$ cat src/rtl/supply_mon_pkg.sv
`timescale 1ns/1ps
package supply_mon_pkg;
   localparam int REG_W      = 10;
   localparam int SEL_W      = 3;
   localparam int BIT_LVD_EN = 0;
   localparam int BIT_LVD_IE = 1;
   localparam int SEL_LSB    = 2;
   localparam int BIT_BOD_EN = 5;
   localparam int BIT_BOD_MD = 6;
   localparam int BIT_LVD_FL = 8;
   localparam int BIT_BOD_FL = 9;
   localparam int NUM_CH     = 2;

   typedef enum logic [0:0] {
      CH_LVD = 1'b0,
      CH_BOD = 1'b1
   } mon_ch_e;

   typedef struct packed {
      logic             bod_mode;
      logic             bod_en;
      logic [SEL_W-1:0] lvd_sel;
      logic             lvd_ie;
      logic             lvd_en;
   } mon_cfg_t;
endpackage

$ cat src/rtl/supply_sync_filter.sv
`timescale 1ns/1ps
module supply_sync_filter #(
   parameter int SYNC_STAGES = 2,
   parameter int FILT_LEN    = 4
) (
   input  logic clk,
   input  logic rst_n,
   input  logic async_i,
   output logic filt_o
);
   localparam int CW = (FILT_LEN > 1) ? $clog2(FILT_LEN) : 1;

   if (SYNC_STAGES < 2) begin : g_bad_sync
      $error("SYNC_STAGES must be at least 2");
   end
   if (FILT_LEN < 1) begin : g_bad_filt
      $error("FILT_LEN must be at least 1");
   end

   logic [SYNC_STAGES-1:0] sync_q;

   always_ff @(posedge clk or negedge rst_n) begin
      if (!rst_n) sync_q <= '0;
      else        sync_q <= {sync_q[SYNC_STAGES-2:0], async_i};
   end

   if (FILT_LEN <= 1) begin : g_nofilt
      logic lvl_q;
      always_ff @(posedge clk or negedge rst_n) begin
         if (!rst_n) lvl_q <= 1'b0;
         else        lvl_q <= sync_q[SYNC_STAGES-1];
      end
      assign filt_o = lvl_q;
   end else begin : g_filt
      logic          lvl_q;
      logic [CW-1:0] run_q;
      logic          diff;
      assign diff = sync_q[SYNC_STAGES-1] ^ lvl_q;
      always_ff @(posedge clk or negedge rst_n) begin
         if (!rst_n) begin
            lvl_q <= 1'b0;
            run_q <= '0;
         end else if (!diff) begin
            run_q <= '0;
         end else if (run_q == CW'(FILT_LEN - 1)) begin
            lvl_q <= sync_q[SYNC_STAGES-1];
            run_q <= '0;
         end else begin
            run_q <= run_q + 1'b1;
         end
      end
      assign filt_o = lvl_q;
   end
endmodule

$ cat src/rtl/supply_sticky_flag.sv
`timescale 1ns/1ps
module supply_sticky_flag (
   input  logic clk,
   input  logic rst_n,
   input  logic set_i,
   input  logic clr_i,
   input  logic hold_i,
   output logic flag_o
);
   logic flag_q;
   logic clr_ok;

   assign clr_ok = clr_i & ~hold_i;

   always_ff @(posedge clk or negedge rst_n) begin
      if (!rst_n) flag_q <= 1'b0;
      else        flag_q <= set_i | (flag_q & ~clr_ok);
   end

   assign flag_o = flag_q;
endmodule

$ cat src/rtl/supply_event_ctrl.sv
`timescale 1ns/1ps
module supply_event_ctrl
   import supply_mon_pkg::*;
#(
   parameter int SYNC_STAGES = 2,
   parameter int FILT_LEN    = 4
) (
   input  logic             clk,
   input  logic             rst_n,
   input  logic             lvd_cmp_i,
   input  logic             bod_cmp_i,
   input  logic             wr_en,
   input  logic [REG_W-1:0] wr_data,
   output logic [REG_W-1:0] rd_data,
   output logic [SEL_W-1:0] lvd_sel_o,
   output logic             irq_o,
   output logic             por_req_o,
   output logic             ldo_off_o
);
   localparam int CFG_W = $bits(mon_cfg_t);

   mon_cfg_t          cfg_q;
   logic [NUM_CH-1:0] cmp_raw;
   logic [NUM_CH-1:0] cmp_filt;
   logic [NUM_CH-1:0] ch_en;
   logic [NUM_CH-1:0] ch_set;
   logic [NUM_CH-1:0] ch_clr;
   logic [NUM_CH-1:0] ch_flag;
   logic              bod_trip;
   logic              por_q;
   logic              ldo_q;

   assign cmp_raw[CH_LVD] = lvd_cmp_i;
   assign cmp_raw[CH_BOD] = bod_cmp_i;
   assign ch_en[CH_LVD]   = cfg_q.lvd_en;
   assign ch_en[CH_BOD]   = cfg_q.bod_en;

   always_ff @(posedge clk or negedge rst_n) begin
      if (!rst_n)     cfg_q <= '0;
      else if (wr_en) cfg_q <= mon_cfg_t'(wr_data[CFG_W-1:0]);
   end

   for (genvar c = 0; c < NUM_CH; c++) begin : g_ch
      supply_sync_filter #(
         .SYNC_STAGES (SYNC_STAGES),
         .FILT_LEN    (FILT_LEN)
      ) u_filt (
         .clk     (clk),
         .rst_n   (rst_n),
         .async_i (cmp_raw[c]),
         .filt_o  (cmp_filt[c])
      );

      assign ch_set[c] = cmp_filt[c] & ch_en[c];
      assign ch_clr[c] = wr_en & wr_data[BIT_LVD_FL + c];

      supply_sticky_flag u_flag (
         .clk    (clk),
         .rst_n  (rst_n),
         .set_i  (ch_set[c]),
         .clr_i  (ch_clr[c]),
         .hold_i (cmp_filt[c]),
         .flag_o (ch_flag[c])
      );
   end

   assign bod_trip = ch_set[CH_BOD] & ~cfg_q.bod_mode;

   always_ff @(posedge clk or negedge rst_n) begin
      if (!rst_n) begin
         por_q <= 1'b0;
         ldo_q <= 1'b0;
      end else begin
         por_q <= por_q | bod_trip;
         ldo_q <= ldo_q | bod_trip;
      end
   end

   assign irq_o = (ch_flag[CH_LVD] & cfg_q.lvd_en & cfg_q.lvd_ie)
                | (ch_flag[CH_BOD] & cfg_q.bod_en & cfg_q.bod_mode);

   assign por_req_o = por_q;
   assign ldo_off_o = ldo_q;
   assign lvd_sel_o = cfg_q.lvd_sel;
   assign rd_data   = {ch_flag[CH_BOD], ch_flag[CH_LVD], 1'b0, cfg_q};
endmodule

$ cat config.mk
export PLATFORM = sky130hd
export DESIGN_NAME = supply_event_ctrl
export DESIGN_NICKNAME = d
export VERILOG_FILES = /design/src/rtl/supply_mon_pkg.sv /design/src/rtl/supply_sync_filter.sv /design/src/rtl/supply_sticky_flag.sv /design/src/rtl/supply_event_ctrl.sv
export SDC_FILE = /design/constraint.sdc
export NUM_CORES = 1
export LEC_CHECK = 0
export CAP_MARGIN = 25
export CORE_ASPECT_RATIO = 1.2
export CORE_MARGIN = 1
export CORE_UTILIZATION = 30
export DETAILED_ROUTE_END_ITERATION = 8
export PLACE_DENSITY = 0.62
export RECOVER_POWER = 50
export SLEW_MARGIN = 30
export SYNTH_ARGS = -nofsm -noshare
export SYNTH_HDL_FRONTEND = slang
export SYNTH_HIERARCHICAL = 1
export SYNTH_SLANG_ARGS = --single-unit
$ cat constraint.sdc
create_clock -name clk -period 1.28 [get_ports clk]
set_input_delay 0.128 -clock clk [delete_from_list [all_inputs] [get_ports clk]]
set_output_delay 0.128 -clock clk [all_outputs]
set_load 0.01 [all_outputs]
==> impl_metrics.toml <==
[pwr]
internal_power_w = 0.00126
swShare_pct = 28.4
leakagePower_nw = 0.569
power_w = 0.00176
p_sw_w = 0.000499
p_clk_share_pct = 16.9
combPwrFrac_pct = 30.4
ir_worst_vdd_v = 0.000638
seq_power_share_pct = 52.7
powerDensity_mw_per_mm2 = 1460

[clocking]
cts_tree = "built"
cts_htree_levels = 1
cts_buffers = 3
cts.clk_slew.worst_paths_ps = 110
cts_root_buf = "clkbuf_4"
cts.sinks = 21
clk_latency_ps = 290
clk_path_buf_depth = 2
postCtsHoldBufs = 0

[floorplanning]
chipWidth_um = 50.8
io_pins = 31
die_h_um = 60.6
core_mm2 = 0.00263
die_area_mm2 = 0.00308
start_util_pct = 32.7
rows = 20

[finish]
syn_to_final_growth_pct = 40.4
n_antenna_cell = 0
multi_input_area_um2 = 284
final_layout_size_suffix_gt1_share_pct = 25.3
fin_nets = 113
layout.cells.non_filler = 128
fillCellCount = 266
seq_area_um2 = 526

[flow_run]
drv_cap = 0

[placement]
gp_congestion = 0.653
place_inst = 119
dp_slack_ps = 37.7
io_buffers = 28
dp_hpwl_um = 1090

[drt]
drc_errors = 0
ant_nets = 0
firstDrtPassIters = 4
vias_per_cell = 4.28
routed_wirelength_um = 1470
num_vias = 548
routedWlPerCell_um = 11.5
drtIter0Drc = 4

[worst_setup_path]
max_stage_delay_ps = 400
crit_buf_inv = 2
path_class = "flip-flop to primary output"
start_kind = "flip-flop"
end_kind = "primary output"
cp.depth = 2
path_delay_family = "buffers and inverters"
crit_slowest_cell = "dfrtp_1"
worstRegToRegCells = 5
path_cells = "buf_4 -> dlygate4sd2_1"
cp_data_required_time_ps = 1150
worst_ep_arrival_time_ps = 1100
cp_max_fo = 2

[grt]
grt_pass1_vias = 616
antenna_found_initial = 0
grt_start_max_net_pins = 22
grt_pass1_wl_um = 2460
top_usage_layer = "met2"
use_met1_pct = 11.3
grt_use_total_pct = 10.9
grt_use_met3_pct = 3.51
overflow = 0
use_met2_pct = 20.4

[min_path]
min_path_type = "input pin to async pin"

[sta]
hold_violations = 0
setup_viol = 0
fmax_mhz = 815
skew_ps = 2.42
tightest_slew_ps = 507
fin_crit_ps = 1230
slew_violations = 0
post-route-period-util_pct = 95.8
setup_slack_ps = 53.2
setup_tns_ps = 0
max_slew_margin_pct = 66.2
rsz0062_at_grt = "no"

[logic_synthesis]
synth_fp_nets = 75
post_synth_inst_count = 58
synth_cell_types = 18
syn-cell-area_um2 = 858
syn-mean-instance-area_um2 = 14.8
yosys_warnings = 6
yosysSeqAreaShare_pct = 61.2
ys_ff_latch = 21

[outcome]
status = "finished, final reports clean"
==> path summary, 6_finish.rpt <==
path	from	to	slack, ps
worst max-delay path	rd_data[5]	rd_data[5]	50
min in group clk	g_ch[1].u_filt/sync_q[0]	g_ch[1].u_filt/sync_q[1]	360
worst min register to register	g_ch[1].u_filt/sync_q[0]	g_ch[1].u_filt/sync_q[1]	360
worst max register to register	rd_data[5]	g_ch[1].u_flag/flag_o	220
max in group asynchronous	rst_n	g_ch[0].u_filt/filt_o	620
worst min-delay path	rst_n	ldo_off_o	320
==> layout by cell type (no fill, tap or decap) <==
master,count
a21o_1,2
and2_1,1
and2_2,2
buf_2,1
buf_4,7
clkbuf_1,3
clkbuf_2,1
clkbuf_4,3
clkdlybuf4s15_1,1
clkdlybuf4s50_1,10
conb_1,1
dfrtp_1,21
dlygate4sd2_1,13
dlygate4sd3_1,3
ha_1,2
inv_1,1
mux2_1,1
mux2_2,2
mux2_4,6
nand2_1,2
nand2b_1,2
nand3_1,2
nor2b_1,2
nor3_2,2
o21bai_1,2
xnor2_1,2
==> state kept, by name, indices dropped and copies added, names as in the netlist <==
name / cells
g_ch.u_flag/flag_o: 2
rd_data: 4
por_req_o: 1
g_ch.u_filt/sync_q: 4
g_ch.u_filt/filt_o: 2
g_ch.u_filt/g_filt.run_q: 4
lvd_sel_o: 3
ldo_off_o: 1
==> final cells by class <==
type / instances / area share, %
well taps: 33 / 3.43
repair buffers: 38 / 26.9
inverters: 1 / 0.312
multi-input cells: 31 / 23.6
clock buffers: 4 / 2.18
flip-flops and latches: 21 / 43.6
==> cell families (layout without fill, tap and decap cells) <==
group,count (synthesis),count (layout),share of synthesized area [%]
flops,21,21,61.2
mux,9,9,14.9
fa+ha+maj,2,2,2.91
simple gates,13,13,9.77
xor+xnor,2,2,2.04
compound gates,4,4,3.50
buf+inv,6,43,5.25
other cells,1,1,0.437
==> timing repair <==
action / in CTS / in global routing
buffers inserted: 5 / 0
resized for setup: 18 / 1
endpoints found under the setup margin: 15 / 1
==> per-stage QoR <==
step                hold WS, ps  cell area (um2)  util [%]
floorplan                  -168              858         -
global placement            332             1180      44.8
detailed placement          335             1180      44.8
CTS                         160             1220      46.3
global route                355             1200      45.9
finish                      321             1200      45.9
==> routing by layer <==
metal	share of wire, %	wire, um
met1	40	593
met2	51	741
met3	9.0	132
met4	0	0
met5	0	0
==> cell usage after synthesis <==
library cell / instances / area (um2)
o21bai_1: 2 / 15.0
mux2_2: 2 / 22.5
buf_6: 1 / 11.3
nand2_1: 2 / 7.51
nand2b_1: 2 / 12.5
mux2_4: 7 / 105
dfrtp_1: 21 / 526
nand3_1: 2 / 10.0
xnor2_1: 2 / 17.5
nor2b_1: 2 / 12.5
conb_1: 1 / 3.75
inv_1: 1 / 3.75
a21o_1: 2 / 15.0
nor3_2: 2 / 20.0
buf_4: 4 / 30.0
and2_2: 2 / 15.0
ha_1: 2 / 25.0
and2_1: 1 / 6.26
==> power groups by stage <==
stage / clock [W] / combinational [W] / sequential, W
final: 0.000297 / 0.000534 / 0.000926
after global routing: 0.000333 / 0.000592 / 0.000955
after detailed placement: 0 / 0.000586 / 0.000947
after global placement: 0 / 0.000577 / 0.000940
after floorplan: 0 / 0.000297 / 0.000954
after CTS: 0.000320 / 0.000554 / 0.000929
No activity file was read; power rests on OpenSTA's default activity.
